==> src/rtl/devq_pkg.sv <==
package devq_pkg;

  localparam int TT_W = 8;

  localparam logic [TT_W-1:0] TT_DEV_INTR   = 8'h7D;
  localparam logic [TT_W-1:0] TT_BAD_SPACE  = 8'h14;
  localparam logic [TT_W-1:0] TT_PRIV_ACT   = 8'h37;

  typedef enum logic [1:0] {
    LVL_USER = 2'b00,
    LVL_SUPV = 2'b01,
    LVL_HYPR = 2'b10,
    LVL_HYP2 = 2'b11
  } level_e;

  typedef struct packed {
    logic            wr_head;
    logic            wr_tail;
    logic            rd_head;
    logic            rd_tail;
    logic            rd_zero;
    logic            fault;
    logic [TT_W-1:0] fault_tt;
  } acc_res_t;

  function automatic logic lvl_is_hyper(input logic [1:0] lvl);
    return lvl[1];
  endfunction

  function automatic logic lvl_is_user(input logic [1:0] lvl);
    return lvl == LVL_USER;
  endfunction

  // Permission decision for one access; priority: unmapped, user, supervisor tail store.
  function automatic acc_res_t judge_access(input logic       valid,
                                            input logic       write,
                                            input logic       hit_head,
                                            input logic       hit_tail,
                                            input logic [1:0] lvl);
    acc_res_t r;
    r = '0;
    if (valid) begin
      if (!(hit_head || hit_tail)) begin
        r.fault    = 1'b1;
        r.fault_tt = TT_BAD_SPACE;
      end else if (lvl_is_user(lvl)) begin
        r.fault    = 1'b1;
        r.fault_tt = TT_PRIV_ACT;
      end else if (write && hit_tail && !lvl_is_hyper(lvl)) begin
        r.fault    = 1'b1;
        r.fault_tt = TT_BAD_SPACE;
      end else begin
        r.wr_head = write && hit_head;
        r.wr_tail = write && hit_tail;
        r.rd_head = !write && hit_head;
        r.rd_tail = !write && hit_tail;
      end
      r.rd_zero = r.fault && !write;
    end
    return r;
  endfunction

  function automatic logic may_deliver(input logic       pending,
                                       input logic [1:0] lvl,
                                       input logic       enable,
                                       input logic       masked);
    return pending && enable && !masked && !lvl_is_hyper(lvl);
  endfunction

endpackage

==> src/rtl/devq_access_decode.sv <==
module devq_access_decode
  import devq_pkg::*;
#(
  parameter int              ADDR_W   = 12,
  parameter logic [ADDR_W-1:0] HEAD_OFS = 12'h0C0,
  parameter logic [ADDR_W-1:0] TAIL_OFS = 12'h0C8
) (
  input  logic              valid,
  input  logic              write,
  input  logic [ADDR_W-1:0] addr,
  input  logic [1:0]        lvl,
  output acc_res_t          res
);

  logic hit_head;
  logic hit_tail;

  assign hit_head = (addr == HEAD_OFS);
  assign hit_tail = (addr == TAIL_OFS);

  always_comb begin
    res = judge_access(valid, write, hit_head, hit_tail, lvl);
  end

endmodule

==> src/rtl/devq_ptr_regs.sv <==
module devq_ptr_regs
  import devq_pkg::*;
#(
  parameter int DATA_W = 64
) (
  input  logic              clk,
  input  logic              rst_n,
  input  acc_res_t          res,
  input  logic [DATA_W-1:0] wdata,
  output logic [DATA_W-1:0] head_q,
  output logic [DATA_W-1:0] tail_q,
  output logic [DATA_W-1:0] rd_q
);

  logic [TT_W-1:0] unused_tt;
  logic            unused_fault;
  assign unused_tt    = res.fault_tt;
  assign unused_fault = res.fault;

  always_ff @(posedge clk) begin
    if (!rst_n) begin
      head_q <= '0;
      tail_q <= '0;
      rd_q   <= '0;
    end else begin
      if (res.wr_head) head_q <= wdata;
      if (res.wr_tail) tail_q <= wdata;
      if (res.rd_head)      rd_q <= head_q;
      else if (res.rd_tail) rd_q <= tail_q;
      else if (res.rd_zero) rd_q <= '0;
    end
  end

  // Writes to one pointer never disturb the other
  p_head_only_r5: assert property (@(posedge clk) disable iff (!rst_n)
    (res.wr_head && !res.wr_tail) |=> $stable(tail_q));
  p_tail_only_r5: assert property (@(posedge clk) disable iff (!rst_n)
    (res.wr_tail && !res.wr_head) |=> $stable(head_q));

endmodule

==> src/rtl/devq_trap_ctrl.sv <==
module devq_trap_ctrl
  import devq_pkg::*;
#(
  parameter int DATA_W = 64
) (
  input  logic              clk,
  input  logic              rst_n,
  input  logic [DATA_W-1:0] head_q,
  input  logic [DATA_W-1:0] tail_q,
  input  logic [1:0]        lvl,
  input  logic              int_enable,
  input  logic              trap_ack,
  input  logic              fault,
  input  logic [TT_W-1:0]   fault_tt,
  output logic              trap_req,
  output logic [TT_W-1:0]   trap_type,
  output logic              exc_req,
  output logic [TT_W-1:0]   exc_type
);

  logic q_pending;
  logic ack_mask_q;
  logic deliver_ok;

  assign q_pending  = (head_q != tail_q);
  assign deliver_ok = may_deliver(q_pending, lvl, int_enable, ack_mask_q);
  assign trap_req   = deliver_ok;
  assign trap_type  = deliver_ok ? TT_DEV_INTR : '0;

  always_ff @(posedge clk) begin
    if (!rst_n) begin
      ack_mask_q <= 1'b0;
      exc_req    <= 1'b0;
      exc_type   <= '0;
    end else begin
      ack_mask_q <= trap_ack;
      exc_req    <= fault;
      exc_type   <= fault ? fault_tt : '0;
    end
  end

  p_empty_quiet_r3: assert property (@(posedge clk) disable iff (!rst_n)
    !q_pending |-> !trap_req);
  p_hyper_quiet_r6: assert property (@(posedge clk) disable iff (!rst_n)
    lvl_is_hyper(lvl) |-> !trap_req);
  p_enable_gate_r7: assert property (@(posedge clk) disable iff (!rst_n)
    !int_enable |-> !trap_req);
  p_ack_mask_r9: assert property (@(posedge clk) disable iff (!rst_n)
    trap_ack |=> !trap_req);
  p_exc_type_r12: assert property (@(posedge clk) disable iff (!rst_n)
    !exc_req |-> (exc_type == '0));

endmodule

==> src/rtl/devq_trap_unit.sv <==
module devq_trap_unit
  import devq_pkg::*;
#(
  parameter int                ADDR_W   = 12,
  parameter int                DATA_W   = 64,
  parameter logic [ADDR_W-1:0] HEAD_OFS = 12'h0C0,
  parameter logic [ADDR_W-1:0] TAIL_OFS = 12'h0C8
) (
  input  logic              clk,
  input  logic              rst_n,
  input  logic              acc_valid,
  input  logic              acc_write,
  input  logic [ADDR_W-1:0] acc_addr,
  input  logic [DATA_W-1:0] acc_wdata,
  input  logic [1:0]        acc_priv,
  input  logic              int_enable,
  input  logic              trap_ack,
  output logic [DATA_W-1:0] rd_data,
  output logic              trap_req,
  output logic [7:0]        trap_type,
  output logic              exc_req,
  output logic [7:0]        exc_type
);

  acc_res_t          res;
  logic [DATA_W-1:0] head_q;
  logic [DATA_W-1:0] tail_q;
  logic              mapped;

  assign mapped = (acc_addr == HEAD_OFS) || (acc_addr == TAIL_OFS);

  devq_access_decode #(
    .ADDR_W(ADDR_W), .HEAD_OFS(HEAD_OFS), .TAIL_OFS(TAIL_OFS)
  ) u_dec (
    .valid(acc_valid), .write(acc_write), .addr(acc_addr),
    .lvl(acc_priv), .res(res)
  );

  devq_ptr_regs #(.DATA_W(DATA_W)) u_regs (
    .clk(clk), .rst_n(rst_n), .res(res), .wdata(acc_wdata),
    .head_q(head_q), .tail_q(tail_q), .rd_q(rd_data)
  );

  devq_trap_ctrl #(.DATA_W(DATA_W)) u_ctrl (
    .clk(clk), .rst_n(rst_n), .head_q(head_q), .tail_q(tail_q),
    .lvl(acc_priv), .int_enable(int_enable), .trap_ack(trap_ack),
    .fault(res.fault), .fault_tt(res.fault_tt),
    .trap_req(trap_req), .trap_type(trap_type),
    .exc_req(exc_req), .exc_type(exc_type)
  );

  p_sup_tail_r4: assert property (@(posedge clk) disable iff (!rst_n)
    (acc_valid && acc_write && acc_addr == TAIL_OFS && acc_priv == LVL_SUPV)
    |=> (exc_req && exc_type == TT_BAD_SPACE && $stable(tail_q)));
  p_user_refused_r10: assert property (@(posedge clk) disable iff (!rst_n)
    (acc_valid && mapped && acc_priv == LVL_USER)
    |=> (exc_req && exc_type == TT_PRIV_ACT && $stable(head_q) && $stable(tail_q)));
  p_unmapped_r11: assert property (@(posedge clk) disable iff (!rst_n)
    (acc_valid && !mapped)
    |=> (exc_req && exc_type == TT_BAD_SPACE && $stable(head_q) && $stable(tail_q)));
  p_exc_pulse_r12: assert property (@(posedge clk) disable iff (!rst_n)
    !acc_valid |=> !exc_req);
  p_trap_tt_r3: assert property (@(posedge clk) disable iff (!rst_n)
    trap_req |-> (trap_type == TT_DEV_INTR));

endmodule

==> config.mk <==
export PLATFORM = sky130hd
export DESIGN_NAME = devq_trap_unit
export DESIGN_NICKNAME = d
export VERILOG_FILES = /design/src/rtl/devq_pkg.sv /design/src/rtl/devq_access_decode.sv /design/src/rtl/devq_ptr_regs.sv /design/src/rtl/devq_trap_ctrl.sv /design/src/rtl/devq_trap_unit.sv
export SDC_FILE = /design/constraint.sdc
export NUM_CORES = 1
export LEC_CHECK = 0
export ABC_AREA = 1
export BUFFER_PORTS_ARGS = -buffer_cell sky130_fd_sc_hd__buf_2
export CORE_ASPECT_RATIO = 0.6
export CORE_MARGIN = 1
export CORE_UTILIZATION = 51
export DETAILED_ROUTE_END_ITERATION = 8
export PLACE_DENSITY = 0.77
export SLEW_MARGIN = 20
export SYNTH_ARGS = -nofsm -noshare
export SYNTH_HDL_FRONTEND = slang
export SYNTH_SLANG_ARGS = --single-unit
==> constraint.sdc <==
create_clock -name clk -period 1.75 [get_ports clk]
set_input_delay 0.525 -clock clk [delete_from_list [all_inputs] [get_ports clk]]
set_output_delay 0.525 -clock clk [all_outputs]
set_load 0.01 [all_outputs]
==> flow_summary.ini, run 1 <==
[synthesis]
synth_warnings = 0
synth_commonest_cells = nand2_1 (370), nor2_1 (287), dfxtp_1 (196)
syn_avg_cell_area_um2 = 6.468
ys_seq_area_share_pct = 41.24
synth_area_leaders = dfxtp_1 (41%), nand2_1 (15%), nor2_1 (11%)
synth_edf_count = 0
yosys.area.top_type = dfxtp_1
async_reset_ff_share_pct = 0
synthDistinctLibCells = 22
yosysMostFrequentCell = nand2_1
synthFlopType = dfxtp_1
synth_area_um2 = 9514
synth-seq-cells = 196
synthDominantCellAreaShare_pct = 41.24
synth_cells = 1471

[cells_and_area]
fin_cells = 1955
diodes = 0
post-route-util_pct = 67.61
nets = 1786
ff_latch_area_um2 = 3956
fin_area_um2 = 12280
synthToLayoutAreaGrowth_pct = 29.06
multi_input_area_um2 = 4448
drive_gt1_share_pct = 24.08
nFillCells = 1552

[worst_setup_path]
cp-end-kind = primary output
reg2reg_depth = 5
cp_max_fo = 7
start_kind = register
r2r-end = u_regs.rd_q[4]
r2r_start = u_regs.tail_q[4]
critPathKind = reg2out
reg2reg_slack_ps = 800
critPathLaunch = u_regs.tail_q[34]
cp.required_ps = 1220
arrival_ps = 1820

[global_route]
antenna_found_initial = 0
grt_pass1_wl_um = 43330
overflow = 0
grt_max_degree = 129
grt_pass1_vias = 8939
grt_use_total_pct = 28.33

[timing]
rsz0062_at_grt = true
fin_crit_sh_pct = 134.2
timing.hold.ws_ps = 265.3
max_freq_mhz = 425.8
setup_violations = 7
fin_crit_ps = 2348
hold_violations = 0
drv_slew = 0
worst_pin_slew_ps = 520.5
skew_ps = 11.29
slew-limit-headroom_pct = 65.30
fin_ws_ps = -598.3

[drt]
viasPerCell = 5.020
dr.pass1.iters = 5
detail_route.wl_per_cell_um = 13.74
via_count = 9815
postRouteAntennaNets = 0
totalWireLength_um = 26860
drc = 0
drtIter0Drc = 831

[power_and_ir_drop]
power_density_nw_per_um2 = 751.3
ir_drop_uv = 607.9
p_total_mw = 9.225
leakage_nw = 6.269

[min_path]
holdPathStages = 3
holdPathEnd = u_ctrl.ack_mask_q
hold_start = trap_ack
hold_class = in2reg

[placement]
gp_congestion = 0.7921
dp_hpwl_um = 17300
port_buffers = 160
placed_cell_area_um2 = 11540
dpl.cell_count = 1922

[run]
cap_violations = 0

[cts]
root_buffer = clkbuf_16
path_clk_slew_ps = 80
clockBufferDepth = 2
cts_hold_buf = 0
worstSkewPairLatency_ps = 440
numCtsBuffers = 17
cts_tree = yes
cts_sinks = 196
htreeDepth = 4

[run_status]
violations = negative setup slack
run_status = finished with violations

[die]
start_util_pct = 52.38
die_w_um = 178.3
die_area_um2 = 19220
rows = 38
die_h_um = 107.8
ios = 166
coreArea_um2 = 18160
-- flip-flops by register name, indices dropped and copies added (netlist names) --
| register | count |
|---|---|
| u_ctrl.ack_mask_q | 1 |
| u_ctrl.exc_req | 1 |
| u_ctrl.exc_type | 2 |
| u_regs.head_q | 64 |
| u_regs.rd_q | 64 |
| u_regs.tail_q | 64 |
-- worst max-delay path, cell delays in order, from the launching register on --
cell,delay [ps]
dfxtp_2,340
inv_2,70
nand2_2,60
nand2_2,70
nand3_2,70
nor2_2,110
nand2_1,70
nor2_2,120
nand2_1,80
nor2_2,160
nor2_4,100
buf_6,140
-- placed cells by master, fill, tap and decap left out, drive strengths merged --
cell type,instances
clkinvlp,1
nand2,371
clkinv,5
conb,5
xnor2,36
and3,1
o21ai,64
inv,200
nor2,291
nor4,1
dfxtp,196
a21oi,64
a211oi,2
nand4,75
buf,314
nand3,70
clkbuf,19
-- stage by stage --
stage	setup TNS, ps	setup WS [ps]
floorplan	0	83.10
global placement	-22930	-181.9
detailed placement	-32410	-225.3
CTS	-4009	-577.8
global route	-5330	-764.0
finish	-4150	-598.3
-- logic make-up after synthesis --
logic type / after synthesis / share of synthesized area (%)
xor+xnor: 36 / 3.314
compound gates: 130 / 6.891
other cells: 1 / 0.03942
buf+inv: 299 / 13.36
simple gates: 809 / 35.15
flops: 196 / 41.24
-- where the power goes --
group          internal [mW]  leakage, nW  switching, mW
sequential              4.54         1.60         0.0434
combinational          0.313         4.39          0.483
clock                   1.95        0.281           1.89
-- cell type report --
class | instances | area share [%]
Tap cell | 240 | 2.445
Clock buffer | 19 | 3.689
Clock inverter | 13 | 0.9476
Multi-Input combinational cell | 980 | 36.22
Inverter | 193 | 5.920
Timing Repair Buffer | 314 | 18.56
Sequential cell | 196 | 32.22
-- worst max-delay path by stage --
stage / slack (ps) / endpoint
after detailed placement: -230 / u_regs.head_q[49]
after global routing: -760 / trap_req
after CTS: -580 / trap_type[6]
after floorplan: 80 / u_regs.head_q[43]
after global placement: -180 / u_regs.head_q[9]
final: -600 / trap_req
-- layer usage --
metal	vias to the layer above	GRT usage (%)	wire length, µm
met4	0	6.901	242
met3	23	5.261	2002
met5	-	0	0
li1	4968	-	-
met2	366	45.16	12060
met1	4458	39.36	12560
-- timing repair --
action,CTS,global route
setup endpoints to repair,7,7
buffers inserted,1,0
gates resized for setup,30,35
pin swaps,15,21
(Power assumes the default switching activity.)
==> run 2, diff against run 1 <==
--- a/config.mk
+++ b/config.mk
@@ -16,3 +16,4 @@
 export SYNTH_ARGS = -nofsm -noshare
 export SYNTH_HDL_FRONTEND = slang
 export SYNTH_SLANG_ARGS = --single-unit
+export TNS_END_PERCENT = 5
==> flow_summary.ini, run 2 (same netlist as run 1, synthesis figures left out) <==
[drt]
detail_route.wl_per_cell_um = 13.70
via_count = 9780
postRouteAntennaNets = 0
viasPerCell = 5.005
drc = 0
totalWireLength_um = 26770
dr.pass1.iters = 6
drtIter0Drc = 863

[cells_and_area]
largest_registers = u_regs.head_q (64), u_regs.rd_q (64), u_regs.tail_q (64)
layout_common_cells = nand2_1 (367), nor2_1 (275), inv_1 (184), dfxtp_1 (170), buf_2 (152)
drive_gt1_share_pct = 23.86
final_common_cell = nand2_1
nets = 1785
synthToLayoutAreaGrowth_pct = 28.99
diodes = 0
fin_area_um2 = 12270
nFillCells = 1549

[global_route]
grt_use_total_pct = 28.29
grt_max_degree = 129
overflow = 0
grt_pass1_wl_um = 43260
grt_pass1_vias = 8925
antenna_found_initial = 0

[cts]
cts_tree = yes
cts_hold_buf = 0
root_buffer = clkbuf_16
clockBufferDepth = 2
htreeDepth = 4
cts_sinks = 196
path_clk_slew_ps = 80
worstSkewPairLatency_ps = 440
numCtsBuffers = 17

[worst_setup_path]
cp_slowest_cell = dfxtp_1
reg2reg_depth = 5
cp.required_ps = 1220
arrival_ps = 1830
start_kind = register
crit_top_cell = nand2_1
timing.critical_path.buf_inv = 2
cp_max_fo = 7
critPathKind = reg2out
slowest_delay_ps = 380
cp-end-kind = primary output
path_cells = inv_1, nand2_1, nand2_1, nand2_1, nor2_1, nand2_1, nor2_2, nand2_1, nor2_2, nor2_4, buf_6
path_depth = 11
path_delay_family = simple AND/OR/NAND/NOR gates

[power_and_ir_drop]
power_density_nw_per_um2 = 751.2
swShare_pct = 26.14
ir_drop_uv = 605.7
pwr-share-clk_pct = 41.6
seqPwrFrac_pct = 49.8
p_total_mw = 9.218
internal_power_mw = 6.809
switchingPower_mw = 2.409
power_frac_comb_pct = 8.6
leakage_nw = 6.264

[timing]
rsz0062_at_grt = true
hold_violations = 0
skew_ps = 12.03
worst_pin_slew_ps = 524.1
slew-limit-headroom_pct = 65.06
fin_ws_ps = -601.2
setup_violations = 7
fin_crit_sh_pct = 134.4
max_freq_mhz = 425.3
fin_crit_ps = 2351
drv_slew = 0

[min_path]
holdPathStages = 3
hold_class = in2reg

[die]
rows = 38
die_area_um2 = 19220
start_util_pct = 52.38
die_h_um = 107.8
coreArea_um2 = 18160
die_w_um = 178.3
ios = 166

[run_status]
run_status = finished with violations
violations = negative setup slack

[run]
cap_violations = 0

[placement]
dp_slack_ps = -225.3
dp_hpwl_um = 17300
port_buffers = 160
gp_congestion = 0.7921
placed_cell_area_um2 = 11540
## run 2: changes by cell type in the layout (fill, tap and decap cells not counted), sizes merged
cell | before | now
buf | 314 | 313
## run 2: stage by stage
step / setup TNS [ps] / utilization, % / std cells / hold slack (ps)
finish: -4146 / 67.57 / 1954 / 265.7
global route: -5325 / 67.57 / 1954 / 298.6
CTS: -3998 / 66.91 / 1954 / 254.0
detailed placement: -32410 / 63.54 / 1922 / 469.6
global placement: -22930 / 63.54 / 1922 / 458.2
floorplan: 0 / - / 1475 / 450.1
## run 2: repair_timing
action                     in CTS  in global routing
setup endpoints to repair       7                  7
cloned                          0                  0
setup buffers                   0                  0
pin swaps                       5                 21
gates resized for setup        25                 37
## run 2: routing by layer
layer	GRT usage (%)	share of wire (%)	vias up
met1	39.31	46	4395
met3	5.261	8.0	33
met4	6.901	1.1	0
met5	0	0	-
met2	45.07	45	389
li1	-	-	4963
## run 2: worst paths after layout
path | start | slack, ps | endpoint
hold / removal | trap_ack | 270 | u_ctrl.ack_mask_q
hold reg to reg | u_regs.tail_q[33] | 460 | u_regs.tail_q[33]
setup reg to reg | u_regs.tail_q[4] | 810 | u_regs.rd_q[4]
setup / recovery | u_regs.head_q[55] | -600 | trap_req
## run 2: power groups by stage
stage | clock network (mW) | registers (mW) | logic (mW)
after global routing | 4.05 | 4.60 | 0.879
final | 3.84 | 4.59 | 0.795
after floorplan | 0 | 4.73 | 0.360
after CTS | 3.88 | 4.59 | 0.789
after global placement | 0 | 4.69 | 0.772
after detailed placement | 0 | 4.69 | 0.781
## run 2: tightest hold or removal path: cells and delay by family
family / cells / cell delay [ps]
and+or+nand+nor: 1 / 40
buffers and inverters: 2 / 110
## run 2: final cells by class
class                           count  area [µm²]  share of cell area [%]
Inverter                          193       726.9                   5.924
Tap cell                          240       300.3                   2.447
Timing Repair Buffer              313        2271                   18.51
Clock inverter                     13       116.4                  0.9482
Clock buffer                       19       452.9                   3.691
Multi-Input combinational cell    980        4448                   36.25
Sequential cell                   196        3956                   32.24
==> run 3, diff against run 2 <==
--- a/config.mk
+++ b/config.mk
@@ -11,7 +11,7 @@
 export CORE_MARGIN = 1
 export CORE_UTILIZATION = 51
 export DETAILED_ROUTE_END_ITERATION = 8
-export PLACE_DENSITY = 0.77
+export PLACE_DENSITY = 0.83
 export SLEW_MARGIN = 20
 export SYNTH_ARGS = -nofsm -noshare
 export SYNTH_HDL_FRONTEND = slang
==> flow_summary.ini, run 3 (same netlist as run 1, synthesis figures left out) <==
[cells_and_area]
diodes = 0
synthToLayoutAreaGrowth_pct = 28.30
layout_common_cells = nand2_1 (360), nor2_1 (272), inv_1 (188), dfxtp_1 (174), buf_2 (152)
largest_registers = u_regs.head_q (64), u_regs.rd_q (64), u_regs.tail_q (64)
nFillCells = 1481
drive_gt1_share_pct = 23.67
final_common_cell = nand2_1
ff_latch_area_um2 = 3951
nets = 1784
multi_input_area_um2 = 4473

[timing]
setup_violations = 7
hold_violations = 0
final.setup.tns_ps = -4109
timing.hold.ws_ps = 269.8
fin_crit_sh_pct = 133.6
worst_pin_slew_ps = 530.6
slew-limit-headroom_pct = 64.62
skew_ps = 12.02
fin_crit_ps = 2339
rsz0062_at_grt = true
drv_slew = 0
max_freq_mhz = 427.6
fin_ws_ps = -588.6

[worst_setup_path]
critPathKind = reg2out
start_kind = register
r2r-end = u_regs.rd_q[60]
reg2reg_depth = 5
path_cells = inv_1, nand2_1, nand2_1, nand3_2, nor2_2, nand2_2, nor2_4, nand2_2, nor2_4, nor2_4, buf_6
cp-end-kind = primary output
r2r_start = u_regs.tail_q[60]
cp_max_fo = 7
slowest_delay_ps = 340
cp_slowest_cell = dfxtp_2
reg2reg_slack_ps = 830
crit_top_cell = nor2_4
cp.required_ps = 1220
arrival_ps = 1810

[die]
die_w_um = 178.3
rows = 38
coreArea_um2 = 18160
ios = 166
start_util_pct = 52.38
die_h_um = 107.8
die_area_um2 = 19220

[min_path]
hold_start = trap_ack
holdPathEnd = u_ctrl.ack_mask_q
holdPathStages = 3
hold_class = in2reg

[cts]
cts_hold_buf = 0
worstSkewPairLatency_ps = 440
htreeDepth = 4
clockBufferDepth = 2
path_clk_slew_ps = 80
root_buffer = clkbuf_16
cts_sinks = 196
cts_tree = yes
cts_setup_buffers = 0
numCtsBuffers = 17

[drt]
detail_route.wl_per_cell_um = 13.42
totalWireLength_um = 26170
viasPerCell = 5.002
drtIter0Drc = 848
drc = 0
via_count = 9759
postRouteAntennaNets = 0
dr.pass1.iters = 5

[power_and_ir_drop]
ir_drop_uv = 612.3
power_density_nw_per_um2 = 748.2
leakage_nw = 6.219

[placement]
port_buffers = 160
dp_slack_ps = -280.8
gp_congestion = 0.8345
dp_hpwl_um = 17030

[global_route]
grt_use_total_pct = 27.74
grt_max_degree = 129
grt_pass1_wl_um = 42460
grtUsageMet2_pct = 43.88
overflow = 0
gr-max-usage-layer = met2
antenna_found_initial = 0
grt_pass1_vias = 8880
grtUsageMet1_pct = 37.60
use_met3_pct = 6.427

[run_status]
run_status = finished with violations
violations = negative setup slack

[run]
cap_violations = 0
run 3: changes by cell type in the layout (fill, tap and decap cells not counted), sizes merged:
| cell | before | now |
|---|---|---|
| buf | 313 | 312 |
| clkbuf | 19 | 18 |
| clkinv | 5 | 1 |
| clkinvlp | 1 | 2 |
| inv | 200 | 202 |
run 3: cell type report:
| class | instances | area share [%] |
|---|---|---|
| tap | 240 | 2.460 |
| timing repair buffer | 312 | 18.03 |
| sequential | 196 | 32.37 |
| clock inverter | 12 | 0.9430 |
| multi-input combinational | 980 | 36.64 |
| inverter | 193 | 5.955 |
| clock buffer | 18 | 3.598 |
run 3: power breakdown:
part / total, mW / switching, mW / internal [mW]
combinational: 0.771 / 0.476 / 0.295
clock: 3.78 / 1.87 / 1.91
sequential: 4.58 / 0.0413 / 4.54
total: 9.13 / 2.38 / 6.75
run 3: through the flow:
step           utilization (%)  area (µm²)  instances  power (mW)
3_5_place_dp             63.16       11470       1921       5.451
6_report                 67.21       12210       1951       9.133
4_1_cts                  66.49       12080       1951       9.194
2_1_floorplan                -        9532       1475       5.089
5_1_grt                  67.21       12210       1951       9.512
3_3_place_gp             63.16       11470       1921       5.437
run 3: routing by layer:
| metal | routed length [µm] | up-vias | part of all wire [%] |
|---|---|---|---|
| met3 | 2097 | 45 | 8.0 |
| met2 | 11820 | 382 | 45 |
| met4 | 413 | 0 | 1.6 |
| met5 | 0 | - | 0 |
| li1 | - | 4966 | - |
| met1 | 11850 | 4366 | 45 |
run 3: how the worst max path moves through the flow:
stage	startpoint	end	slack (ps)
5_1_grt	u_regs.tail_q[6]	trap_type[2]	-740
4_1_cts	u_regs.head_q[57]	trap_type[4]	-590
3_5_place_dp	u_regs.head_q[57]	trap_type[4]	-280
6_report	u_regs.tail_q[6]	trap_type[2]	-590
2_1_floorplan	acc_addr[11]	u_regs.head_q[43]	80
3_3_place_gp	u_regs.head_q[12]	trap_type[4]	-290
run 3: what timing repair did:
action | in CTS | in global routing
gates cloned | 0 | 0
setup endpoints to repair | 7 | 7
resized for setup | 17 | 47
pin swaps | 8 | 24
run 3: critical path, delay by kind of cell (launching register included):
kind | cells | cell delay, ps
buffers and inverters | 2 | 200
DFF | 1 | 340
and+or+nand+nor | 9 | 830
